$ cat src/rtl/sfa_pkg.sv
package sfa_pkg;

   typedef enum logic [1:0] {
      SFA_SEARCH = 2'd0,
      SFA_CHECK  = 2'd1,
      SFA_LOCK   = 2'd2,
      SFA_FLY    = 2'd3
   } sfa_state_e;

   localparam logic [7:0] SFA_A1_DEFAULT = 8'hF6;
   localparam logic [7:0] SFA_A2_DEFAULT = 8'h28;

endpackage

$ cat src/rtl/sfa_hdr_match.sv
module sfa_hdr_match #(
   parameter int         A1_N    = 3,
   parameter int         A2_N    = 3,
   parameter logic [7:0] A1_BYTE = 8'hF6,
   parameter logic [7:0] A2_BYTE = 8'h28
) (
   input  logic       clk,
   input  logic       rst_n,
   input  logic [7:0] byte_i,
   input  logic       vld_i,
   output logic       hit_o
);
   localparam int HLEN = A1_N + A2_N;

   if (A1_N < 1 || A2_N < 1 || HLEN < 3) begin : g_bad_hdr
      $error("sfa_hdr_match: header needs at least one A1, one A2 and three bytes");
   end

   // hist_q[0] holds the most recent accepted byte
   logic [HLEN-2:0][7:0] hist_q;
   logic [HLEN-1:0]      eq;

   always_ff @(posedge clk or negedge rst_n) begin
      if (!rst_n) begin
         hist_q <= '0;
      end else if (vld_i) begin
         hist_q <= {hist_q[HLEN-3:0], byte_i};
      end
   end

   // window slot 0 is the oldest byte (first A1), slot HLEN-1 the incoming byte
   for (genvar i = 0; i < HLEN; i++) begin : g_slot
      localparam logic [7:0] EXP = (i < A1_N) ? A1_BYTE : A2_BYTE;
      if (i == HLEN - 1) begin : g_live
         assign eq[i] = (byte_i == EXP);
      end else begin : g_hist
         assign eq[i] = (hist_q[HLEN-2-i] == EXP);
      end
   end

   assign hit_o = vld_i & (&eq);

endmodule

$ cat src/rtl/sfa_pos_ctr.sv
module sfa_pos_ctr #(
   parameter int FRAME_BYTES = 810,
   parameter int LOAD_POS    = 6,
   localparam int PW         = $clog2(FRAME_BYTES)
) (
   input  logic          clk,
   input  logic          rst_n,
   input  logic          load_i,
   input  logic          adv_i,
   output logic [PW-1:0] pos_o
);
   localparam logic [PW-1:0] LAST = PW'(FRAME_BYTES - 1);
   localparam logic [PW-1:0] LDV  = PW'(LOAD_POS % FRAME_BYTES);

   if (FRAME_BYTES < 2) begin : g_bad_len
      $error("sfa_pos_ctr: frame must be at least two bytes");
   end

   logic [PW-1:0] pos_q;

   always_ff @(posedge clk or negedge rst_n) begin
      if (!rst_n) begin
         pos_q <= '0;
      end else if (load_i) begin
         pos_q <= LDV;
      end else if (adv_i) begin
         pos_q <= (pos_q == LAST) ? '0 : pos_q + PW'(1);
      end
   end

   assign pos_o = pos_q;

endmodule

$ cat src/rtl/sfa_sat_ctr.sv
module sfa_sat_ctr #(
   parameter int W = 32
) (
   input  logic         clk,
   input  logic         rst_n,
   input  logic         inc_i,
   input  logic         clr_i,
   output logic [W-1:0] cnt_o
);
   if (W < 1) begin : g_bad_w
      $error("sfa_sat_ctr: width must be positive");
   end

   logic [W-1:0] cnt_q;

   always_ff @(posedge clk or negedge rst_n) begin
      if (!rst_n) begin
         cnt_q <= '0;
      end else if (clr_i) begin
         cnt_q <= '0;
      end else if (inc_i && !(&cnt_q)) begin
         cnt_q <= cnt_q + W'(1);
      end
   end

   assign cnt_o = cnt_q;

   AST_LOF_CLEAR: assert property (@(posedge clk) disable iff (!rst_n)
      clr_i |=> cnt_o == '0);
   AST_LOF_STEP: assert property (@(posedge clk) disable iff (!rst_n)
      !clr_i |=> (cnt_o == $past(cnt_o) || cnt_o == $past(cnt_o) + W'(1)));
   AST_LOF_NO_WRAP: assert property (@(posedge clk) disable iff (!rst_n)
      (!clr_i && (&cnt_o)) |=> (&cnt_o));

endmodule

$ cat src/rtl/sdh_frame_aligner.sv
module sdh_frame_aligner
   import sfa_pkg::*;
#(
   parameter int         STS_LEVEL      = 1,
   parameter int         FRAME_BYTES    = 810 * STS_LEVEL,
   parameter int         A1_COUNT       = 3,
   parameter int         A2_COUNT       = 3,
   parameter logic [7:0] A1_PATTERN     = SFA_A1_DEFAULT,
   parameter logic [7:0] A2_PATTERN     = SFA_A2_DEFAULT,
   parameter int         CONFIRM_FRAMES = 3,
   parameter int         MISS_FRAMES    = 3,
   parameter int         LOF_W          = 32
) (
   input  logic             clk,
   input  logic             rst_n,
   input  logic [7:0]       in_byte,
   input  logic             in_vld,
   input  logic             frm_en,
   input  logic             lof_clr,
   output logic [7:0]       out_byte,
   output logic             out_vld,
   output logic             out_sof,
   output logic [1:0]       align_state,
   output logic [LOF_W-1:0] lof_count
);
   localparam int HLEN    = A1_COUNT + A2_COUNT;
   localparam int PW      = $clog2(FRAME_BYTES);
   localparam int GW      = $clog2(CONFIRM_FRAMES + 1);
   localparam int MW      = $clog2(MISS_FRAMES + 1);
   localparam int CHK_POS = HLEN - 1;

   if (FRAME_BYTES < 2 * HLEN) begin : g_bad_frame
      $error("sdh_frame_aligner: frame shorter than twice the header");
   end
   if (CONFIRM_FRAMES < 1 || MISS_FRAMES < 1) begin : g_bad_hyst
      $error("sdh_frame_aligner: hysteresis counts must be positive");
   end

   sfa_state_e    st_q, st_d;
   logic [GW-1:0] good_q, good_d;
   logic [MW-1:0] miss_q, miss_d;
   logic          hdr_hit;
   logic [PW-1:0] pos;
   logic          at_chk, in_frame, lof_inc;
   logic          fwd, sof_d;

   sfa_hdr_match #(
      .A1_N    (A1_COUNT),
      .A2_N    (A2_COUNT),
      .A1_BYTE (A1_PATTERN),
      .A2_BYTE (A2_PATTERN)
   ) u_match (
      .clk    (clk),
      .rst_n  (rst_n),
      .byte_i (in_byte),
      .vld_i  (in_vld),
      .hit_o  (hdr_hit)
   );

   sfa_pos_ctr #(
      .FRAME_BYTES (FRAME_BYTES),
      .LOAD_POS    (HLEN)
   ) u_pos (
      .clk    (clk),
      .rst_n  (rst_n),
      .load_i (frm_en && st_q == SFA_SEARCH && hdr_hit),
      .adv_i  (frm_en && in_vld && st_q != SFA_SEARCH),
      .pos_o  (pos)
   );

   sfa_sat_ctr #(
      .W (LOF_W)
   ) u_lof (
      .clk   (clk),
      .rst_n (rst_n),
      .inc_i (lof_inc),
      .clr_i (lof_clr),
      .cnt_o (lof_count)
   );

   assign at_chk   = in_vld && (pos == PW'(CHK_POS));
   assign in_frame = (st_q == SFA_LOCK) || (st_q == SFA_FLY);

   always_comb begin
      st_d    = st_q;
      good_d  = good_q;
      miss_d  = miss_q;
      lof_inc = 1'b0;
      if (!frm_en) begin
         st_d   = SFA_SEARCH;
         good_d = '0;
         miss_d = '0;
      end else if (in_vld) begin
         unique case (st_q)
            SFA_SEARCH: begin
               if (hdr_hit) begin
                  st_d   = SFA_CHECK;
                  good_d = '0;
               end
            end
            SFA_CHECK: begin
               if (at_chk) begin
                  if (!hdr_hit) begin
                     st_d   = SFA_SEARCH;
                     good_d = '0;
                  end else if (good_q == GW'(CONFIRM_FRAMES - 1)) begin
                     st_d   = SFA_LOCK;
                     good_d = '0;
                  end else begin
                     good_d = good_q + GW'(1);
                  end
               end
            end
            SFA_LOCK: begin
               if (at_chk && !hdr_hit) begin
                  st_d    = SFA_FLY;
                  miss_d  = '0;
                  lof_inc = 1'b1;
               end
            end
            SFA_FLY: begin
               if (at_chk) begin
                  if (hdr_hit) begin
                     st_d   = SFA_LOCK;
                     miss_d = '0;
                  end else if (miss_q == MW'(MISS_FRAMES - 1)) begin
                     st_d   = SFA_SEARCH;
                     miss_d = '0;
                  end else begin
                     miss_d = miss_q + MW'(1);
                  end
               end
            end
            default: st_d = SFA_SEARCH;
         endcase
      end
   end

   always_ff @(posedge clk or negedge rst_n) begin
      if (!rst_n) begin
         st_q   <= SFA_SEARCH;
         good_q <= '0;
         miss_q <= '0;
      end else begin
         st_q   <= st_d;
         good_q <= good_d;
         miss_q <= miss_d;
      end
   end

   assign fwd   = in_vld && (!frm_en || in_frame);
   assign sof_d = frm_en && in_vld && in_frame && (pos == '0);

   always_ff @(posedge clk or negedge rst_n) begin
      if (!rst_n) begin
         out_byte <= '0;
         out_vld  <= 1'b0;
         out_sof  <= 1'b0;
      end else begin
         out_vld <= fwd;
         out_sof <= sof_d;
         if (fwd) begin
            out_byte <= in_byte;
         end
      end
   end

   assign align_state = st_q;

   AST_CHECK_ENTRY: assert property (@(posedge clk) disable iff (!rst_n)
      (st_q == SFA_CHECK && $past(st_q) != SFA_CHECK) |-> $past(st_q) == SFA_SEARCH);
   AST_LOCK_ENTRY: assert property (@(posedge clk) disable iff (!rst_n)
      (st_q == SFA_LOCK && $past(st_q) != SFA_LOCK)
         |-> ($past(st_q) == SFA_CHECK || $past(st_q) == SFA_FLY));
   AST_FLY_ENTRY: assert property (@(posedge clk) disable iff (!rst_n)
      (st_q == SFA_FLY && $past(st_q) != SFA_FLY) |-> $past(st_q) == SFA_LOCK);
   AST_NO_FWD_HUNT: assert property (@(posedge clk) disable iff (!rst_n)
      (frm_en && (st_q == SFA_SEARCH || st_q == SFA_CHECK)) |=> !out_vld);
   AST_FWD_COPY: assert property (@(posedge clk) disable iff (!rst_n)
      (frm_en && in_vld && in_frame) |=> (out_vld && out_byte == $past(in_byte)));
   AST_SOF_QUAL: assert property (@(posedge clk) disable iff (!rst_n)
      out_sof |-> out_vld);
   AST_PASS_THRU: assert property (@(posedge clk) disable iff (!rst_n)
      !frm_en |=> (out_vld == $past(in_vld) && !out_sof && st_q == SFA_SEARCH));
   AST_IDLE_HOLD: assert property (@(posedge clk) disable iff (!rst_n)
      (frm_en && !in_vld) |=> st_q == $past(st_q));

endmodule

$ cat config.mk
export PLATFORM = sky130hd
export DESIGN_NAME = sdh_frame_aligner
export DESIGN_NICKNAME = d
export VERILOG_FILES = /design/src/rtl/sfa_pkg.sv /design/src/rtl/sfa_hdr_match.sv /design/src/rtl/sfa_pos_ctr.sv /design/src/rtl/sfa_sat_ctr.sv /design/src/rtl/sdh_frame_aligner.sv
export SDC_FILE = /design/constraint.sdc
export NUM_CORES = 1
export LEC_CHECK = 0
export BUFFER_PORTS_ARGS = -buffer_cell sky130_fd_sc_hd__buf_2
export CORE_MARGIN = 2
export CORE_UTILIZATION = 35
export CTS_CLUSTER_SIZE = 30
export DETAILED_ROUTE_END_ITERATION = 16
export GPL_TIMING_DRIVEN = 0
export PLACE_DENSITY = 0.56
export SKIP_LAST_GASP = 1
export SYNTH_ARGS = -nofsm -noshare
export SYNTH_HDL_FRONTEND = slang
export SYNTH_SLANG_ARGS = --single-unit
$ cat constraint.sdc
create_clock -name clk -period 5.15 [get_ports clk]
set_input_delay 1.03 -clock clk [delete_from_list [all_inputs] [get_ports clk]]
set_output_delay 1.03 -clock clk [all_outputs]
set_load 0.005 [all_outputs]
==> flow_summary.ini, run 1 <==
[worst_setup_path]
timing.rr.end = u_lof.cnt_o[19]
crit_path_max_incr_delay_ns = 0.58
path_cells = buf_2 -> nor4bb_1 -> nand4_1 -> or4_1 -> buf_6 -> nand2_4 -> buf_6 -> buf_6 -> mux2i_1 -> nor2_1
path_common_cell = buf_6
end_kind = flop
cp.required_ns = 5.37
cp_slowest_cell = or4_1
cp-start-kind = input pin
cp_max_fo = 10
regToRegStartpoint = u_lof.cnt_o[4]
reg2regPathDepth = 6
cp.arrival_ns = 3.10
rrSetupSlack_ns = 2.44
critPathKind = input pin to flop

[cts]
path_clk_slew_ns = 0.06
cts_resized = 0
clk_path_buf_depth = 2
cts_tree = built
post_cts_buffers = 0
cts_hold_buf = 0
clk_latency_ns = 0.35
cts_num_sinks = 98
cts_buffers = 9
cts.htree.levels = 3
root_buffer = clkbuf_16

[flow_run]
cap_violations = 0

[final_layout]
layout-area-overhead-vs-synth_pct = 17.1
fin_area_sq_um = 5970
drive_above_1_share_pct = 28.2
fill_cells = 1373
nets = 552
n_antenna_cell = 0

[drt]
dr.pass1.iters = 5
postRouteAntennaNets = 0
drc_errors = 0
drt_iter0_drc = 337
viasPerCell = 5.54
routed_wl_microns = 12200
wl_per_cell_microns = 16.9
num_vias = 4002

[synthesis]
synthArstFlopShare_pct = 100
syn_nets = 486
avgSynthCellArea_sq_um = 10.9
syn_area_sq_um = 5100
synth_top_area_share_pct = 48.1
synthCells = 469
synth_cell_type_count = 63
ys_seq_area_share_pct = 48.1
synth_area_leaders = dfrtp_1, mux2_2, a21oi_1
synth-edff-count = 0
yosysTopAreaCell = dfrtp_1
synth_ff_type = dfrtp_1
ys_seq_elements = 98
synth_warnings = 0

[run_status]
status = finished, final reports clean

[timing]
tightest_slew_ns = 1.02
drv_slew = 0
skew_ns = 0.00681
rsz0062_at_grt = no
fin_crit_ns = 2.88
finalHoldViolations = 0
setup_viol = 0
maxSlewHeadroom_pct = 31.7
max_clock_freq_mhz = 347
finalSetupTns_ns = 0
period_share_pct = 56.0

[pwr]
internal-power_mw = 1.46
seqPwrFrac_pct = 48.6
power_density_nw_per_um2 = 323
ir_drop_mv = 0.171
p_switching_mw = 0.472
leakage_nw = 2.42
p_clk_share_pct = 40.0
switching_share_pct = 24.5
combinationalPowerShare_pct = 11.4

[global_route]
grt_pass1_vias = 3929
grt_usage_pct = 16.0
gr-total-overflow = 0
grt_max_degree = 70
antenna_found_initial = 0
grt_pass1_wl_microns = 20200

[min_path]
holdPathEnd = u_match.hist_q[37]
hold_class = flop to flop
whs_path_depth = 1
hp-start = u_match.hist_q[37]

[floorplanning]
num_rows = 44
start_util_pct = 35.5
die-area_sq_um = 15500
die_h_microns = 125
io_pins = 57
dieWidth_microns = 125
core_area_sq_um = 14400

[place]
place_area_sq_um = 5630
gp_congestion = 0.858
dp_hpwl_microns = 8720
portBuffers = 54
[layer usage]
layer | global-route usage [%] | wire length [microns] | vias up
li1 | - | - | 1889
met5 | 0 | 0 | -
met2 | 24.6 | 5620 | 125
met3 | 3.74 | 643 | 25
met4 | 8.20 | 345 | 0
met1 | 21.3 | 5620 | 1963
[how the worst max path moves through the flow]
stage | start | to | slack, ns | cells past startpoint
after global placement | in_byte[1] | u_lof.cnt_o[1] | 1.94 | 10
after CTS | in_byte[1] | u_lof.cnt_o[1] | 2.26 | 10
after global routing | in_byte[1] | u_lof.cnt_o[1] | 2.19 | 10
after detailed placement | in_byte[1] | u_lof.cnt_o[1] | 1.91 | 10
after floorplan | in_byte[1] | u_lof.cnt_o[18] | 2.38 | 8
final | in_byte[1] | u_lof.cnt_o[1] | 2.27 | 10
[power by group through the flow]
stage,Sequential (mW),Combinational (mW),Clock (mW)
2_1_floorplan,0.924,0.158,0
3_3_place_gp,0.948,0.216,0
3_5_place_dp,0.950,0.223,0
4_1_cts,0.936,0.224,0.789
5_1_grt,0.950,0.248,0.821
6_report,0.937,0.220,0.772
[through the flow]
step | worst slack, ns | utilization (%) | hold slack, ns | power (mW) | std cells
after floorplan | 2.38 | - | 0.470 | 1.08 | 469
after global placement | 1.94 | 38.9 | 0.484 | 1.16 | 707
after detailed placement | 1.91 | 39.2 | 0.492 | 1.17 | 708
after CTS | 2.26 | 41.5 | 0.506 | 1.95 | 723
after global routing | 2.19 | 41.5 | 0.510 | 2.02 | 723
final | 2.27 | 41.5 | 0.502 | 1.93 | 723
[cell usage in the layout, fill, tap and decap left out, types with 5 or more instances in the layout]
master | synthesis | layout
buf_1 | 5 | 5
o31ai_1 | 7 | 7
nor2_1 | 29 | 29
a21oi_1 | 28 | 28
clkbuf_16 | 0 | 9
inv_1 | 15 | 15
dfrtp_1 | 98 | 98
nor4bb_1 | 6 | 6
nor2b_1 | 7 | 7
nand3_1 | 24 | 24
nand2_1 | 26 | 26
clkbuf_1 | 6 | 6
nor4b_1 | 6 | 6
nand4_1 | 19 | 19
nor3_1 | 6 | 6
buf_2 | 3 | 56
mux2_2 | 48 | 48
nor4_1 | 8 | 8
o21ai_1 | 14 | 14
or3_1 | 15 | 15
or4_1 | 9 | 9
buf_6 | 6 | 6
o21ai_0 | 13 | 13
[state kept, by name (all words and copies together) (netlist names)]
register        flops
good_q              2
u_lof.cnt_o        32
u_match.hist_q     40
align_state         2
out_sof             1
miss_q              2
out_vld             1
out_byte            8
u_pos.pos_o        10
[synth_stat cells, types with 2 or more instances]
cell type	count
o211ai_1	2
xnor2_1	3
nand4_1	19
buf_1	5
clkbuf_1	6
nand3_2	2
or3_1	15
nand2_1	26
dfrtp_1	98
ha_1	4
o31ai_1	7
buf_6	6
nor2b_1	7
nor4b_1	6
o21ba_1	2
and3_1	4
nor4_1	8
nand3_1	24
o21ai_1	14
nor2_1	29
buf_2	3
a21oi_1	28
nor3_1	6
mux2_4	3
nor4_2	4
mux2_2	48
o21ai_0	13
a211o_1	2
nor3_2	3
inv_1	15
o41ai_1	2
and4_1	4
nand4b_1	4
nor4b_2	3
and2_1	2
or4_1	9
a41oi_1	2
nor4bb_1	6
[layout make-up]
type,instances,area [sq um],area share [%]
clock buffer,10,239,4.00
multi-input combinational,336,2460,41.3
tap,184,230,3.86
buffer,20,124,2.08
inverter,15,56.3,0.943
timing repair buffer,55,300,5.03
clock inverter,5,103,1.72
sequential,98,2450,41.1
[worst max-delay path: cells and delay by family]
family	cells	cell delay, ns
AND/OR/NAND/NOR	5	1.26
buffers and inverters	4	0.62
multiplexers	1	0.19
[cell families (layout without fill, tap and decap cells)]
logic type                 count (synthesis)  in the layout  share of synthesized area, %
and+or+nand+nor                          195            195                          24.9
DFF                                       98             98                          48.1
AOI/OAI and AO/OA                         80             80                          9.82
muxes                                     53             53                          11.9
buffers and inverters                     35            105                          3.54
adders and majority gates                  4              4                         0.982
xor gates and xnor gates                   4              4                         0.688
(Power assumes the default switching activity.)
==> inputs of run 2 (changes only) <==
- ABC_AREA: default -> 1
- PLACE_DENSITY: 0.56 -> 0.58
- clock period: 5.15 -> 2.4 ns (I/O delays scaled with it)
==> run 2 against run 1 <==
Compared with the run above: clock power up 96%; clock skew up 0.0049 ns; sequential share of layout area is 2.5 points lower; critical path depth is 4 lower; clock-buffer cell count shrank 1; first-iteration DRC count is 14% higher; largest cell class unchanged; flip-flop and latch count stayed put; area after synthesis grew 7.5%; critical path type is now flop to flop; cell count grew 42%; wire length increased by 18%; hold slack worse by 0.39 ns.
==> flow_summary.ini, run 2 <==
[min_path]
hold_class = input pin to async pin

[place]
place_inst = 1011
gp_congestion = 0.867
place_area_sq_um = 6050
portBuffers = 55
dp_hpwl_microns = 10800

[final_layout]
fill_cells = 1617
largest_reg_flops = 40
drive_above_1_share_pct = 13.0
seqCellArea_sq_um = 2450
fin_area_sq_um = 6350
nets = 828
top_register = u_match.hist_q
multi_input_area_sq_um = 2620
final_util_pct = 41.6
n_antenna_cell = 0
fin_cells = 1026
layout-area-overhead-vs-synth_pct = 15.9
final_cell_mix = nand2_1, dfrtp_1, nor2_1, inv_1
layout_commonest_cell = nand2_1

[cts]
post_cts_buffers = 0
cts_tree = built
clk_path_buf_depth = 2
path_clk_slew_ns = 0.07
root_buffer = clkbuf_16
cts_buffers = 9
cts_resized = 0
clk_latency_ns = 0.36
cts_hold_buf = 0
cts_num_sinks = 98
cts.htree.levels = 3

[synthesis]
ys_seq_area_share_pct = 44.8
synth_ff_type = dfrtp_1
yosysMostFrequentCell = nand2_1
synth_warnings = 0
syn_area_sq_um = 5480
yosysTopAreaCell = dfrtp_1
synth_cell_type_count = 30
avgSynthCellArea_sq_um = 7.36
syn_nets = 761
netlist_top_cells_count = nand2_1, dfrtp_1, nor2_1
synth_area_leaders = dfrtp_1, nand2_1, nor2_1
synth_top_area_share_pct = 44.8
synthArstFlopShare_pct = 100
synthCells = 744
ys_seq_elements = 98
synth-edff-count = 0

[flow_run]
cap_violations = 0

[floorplanning]
start_util_pct = 35.9
die_h_microns = 129
core_area_sq_um = 15300
die-area_sq_um = 16700
num_rows = 45
io_pins = 57
dieWidth_microns = 129

[drt]
routed_wl_microns = 14400
wl_per_cell_microns = 14.0
drc_errors = 0
dr.pass1.iters = 4
drt_iter0_drc = 384
viasPerCell = 4.83
postRouteAntennaNets = 0
num_vias = 4953

[timing]
drv_slew = 0
period_share_pct = 93.3
setup_viol = 0
maxSlewHeadroom_pct = 56.5
finalHoldViolations = 0
fin_crit_ns = 2.24
rsz0062_at_grt = no
tightest_slew_ns = 0.646
skew_ns = 0.0117
max_clock_freq_mhz = 447

[global_route]
grt_max_degree = 59
gr-total-overflow = 0
grt_usage_pct = 18.1
grt_pass1_vias = 4613
antenna_found_initial = 0
grt_pass1_wl_microns = 23700

[pwr]
internal-power_mw = 2.94
power_density_nw_per_um2 = 679
seqPwrFrac_pct = 46.9
switching_share_pct = 31.9
ir_drop_mv = 0.357
combinationalPowerShare_pct = 18.0
leakage_nw = 2.98
p_switching_mw = 1.38
p_clk_share_pct = 35.1

[worst_setup_path]
cp-start-kind = flop
critPathKind = flop to flop
cp.required_ns = 2.63
timing.rr.end = u_pos.pos_o[3]
end_kind = flop
rrSetupSlack_ns = 0.16
reg2regPathDepth = 6
cp_slowest_cell = nor4_1
path_cells = nor2_1 -> nand3_1 -> nor4_1 -> nand4_1 -> nand3b_1 -> nand2_1
crit_path_max_incr_delay_ns = 0.60
cp_max_fo = 8
regToRegStartpoint = u_match.hist_q[7]
cp.arrival_ns = 2.47

[run_status]
status = finished, final reports clean
-- run 2: cell types whose count changed in the layout (fill, tap and decap cells not counted), sizes merged, moves of 8 or more --
cell	change
mux2	-52
nor3	+15
or4	-9
a21oi	-24
xor2	+17
nor2	+61
nand3	+33
xnor2	+8
nor4b	-10
or3	-15
inv	+65
nand2	+200
o21ai	+36
-- run 2: cells by family (layout without fill, tap and decap cells) --
family / after synthesis / in the layout / share of synthesized area (%)
buf+inv: 101 / 172 / 7.45
fa+ha+maj: 4 / 4 / 0.914
simple gates: 443 / 443 / 35.8
compound gates: 69 / 69 / 6.46
xor+xnor: 29 / 29 / 4.64
flops: 98 / 98 / 44.8
-- run 2: worst max-delay path by stage --
| stage | cells after the start | startpoint | to |
|---|---|---|---|
| floorplan | 14 | u_lof.cnt_o[1] | u_lof.cnt_o[30] |
| global placement | 1 | rst_n | u_lof.cnt_o[20] |
| detailed placement | 7 | in_byte[7] | u_pos.pos_o[3] |
| CTS | 6 | u_match.hist_q[7] | u_pos.pos_o[3] |
| global route | 6 | u_match.hist_q[7] | u_pos.pos_o[4] |
| finish | 6 | u_match.hist_q[7] | u_pos.pos_o[3] |
-- run 2: cell type report --
| cell class | instances | share of cell area (%) |
|---|---|---|
| well taps | 211 | 4.16 |
| multi-input cells | 545 | 41.2 |
| inverters | 79 | 4.75 |
| clock inverters | 6 | 1.20 |
| clock buffers | 9 | 3.55 |
| flip-flops and latches | 98 | 38.6 |
| repair buffers | 56 | 4.81 |
| plain buffers | 22 | 1.68 |
-- run 2: per-layer routing --
metal  GRT usage [%]  vias to the layer above  part of all wire (%)
met2            27.8                       81                    45
met1            26.1                     2325                    51
met5               0                        -                     0
li1                -                     2536                     -
met4            3.71                        0                  0.95
met3            4.34                       11                   3.5
-- run 2: power by group through the flow --
stage               Sequential (mW)  Clock, mW  Combinational, mW
floorplan                      2.01          0              0.530
global placement               2.05          0              0.774
detailed placement             2.05          0              0.784
CTS                            2.02       1.55              0.786
global route                   2.05       1.62              0.901
finish                         2.02       1.51              0.777
-- run 2: worst max-delay path: cells and delay by family, from the launching register on --
family	cells	cell delay [ns]
DFF	1	0.41
and+or+nand+nor	6	1.71
-- run 2: metrics by stage --
stage / setup TNS (ns) / total power [mW] / setup WS (ns) / hold slack [ns]
6_report: 0 / 4.31 / 0.161 / 0.111
5_1_grt: 0 / 4.58 / 0.0425 / 0.166
4_1_cts: 0 / 4.36 / 0.194 / 0.141
3_5_place_dp: 0 / 2.83 / 0.0487 / 0.460
3_3_place_gp: -28.48 / 2.82 / -0.298 / 0.459
2_1_floorplan: 0 / 2.54 / 0.519 / 0.184
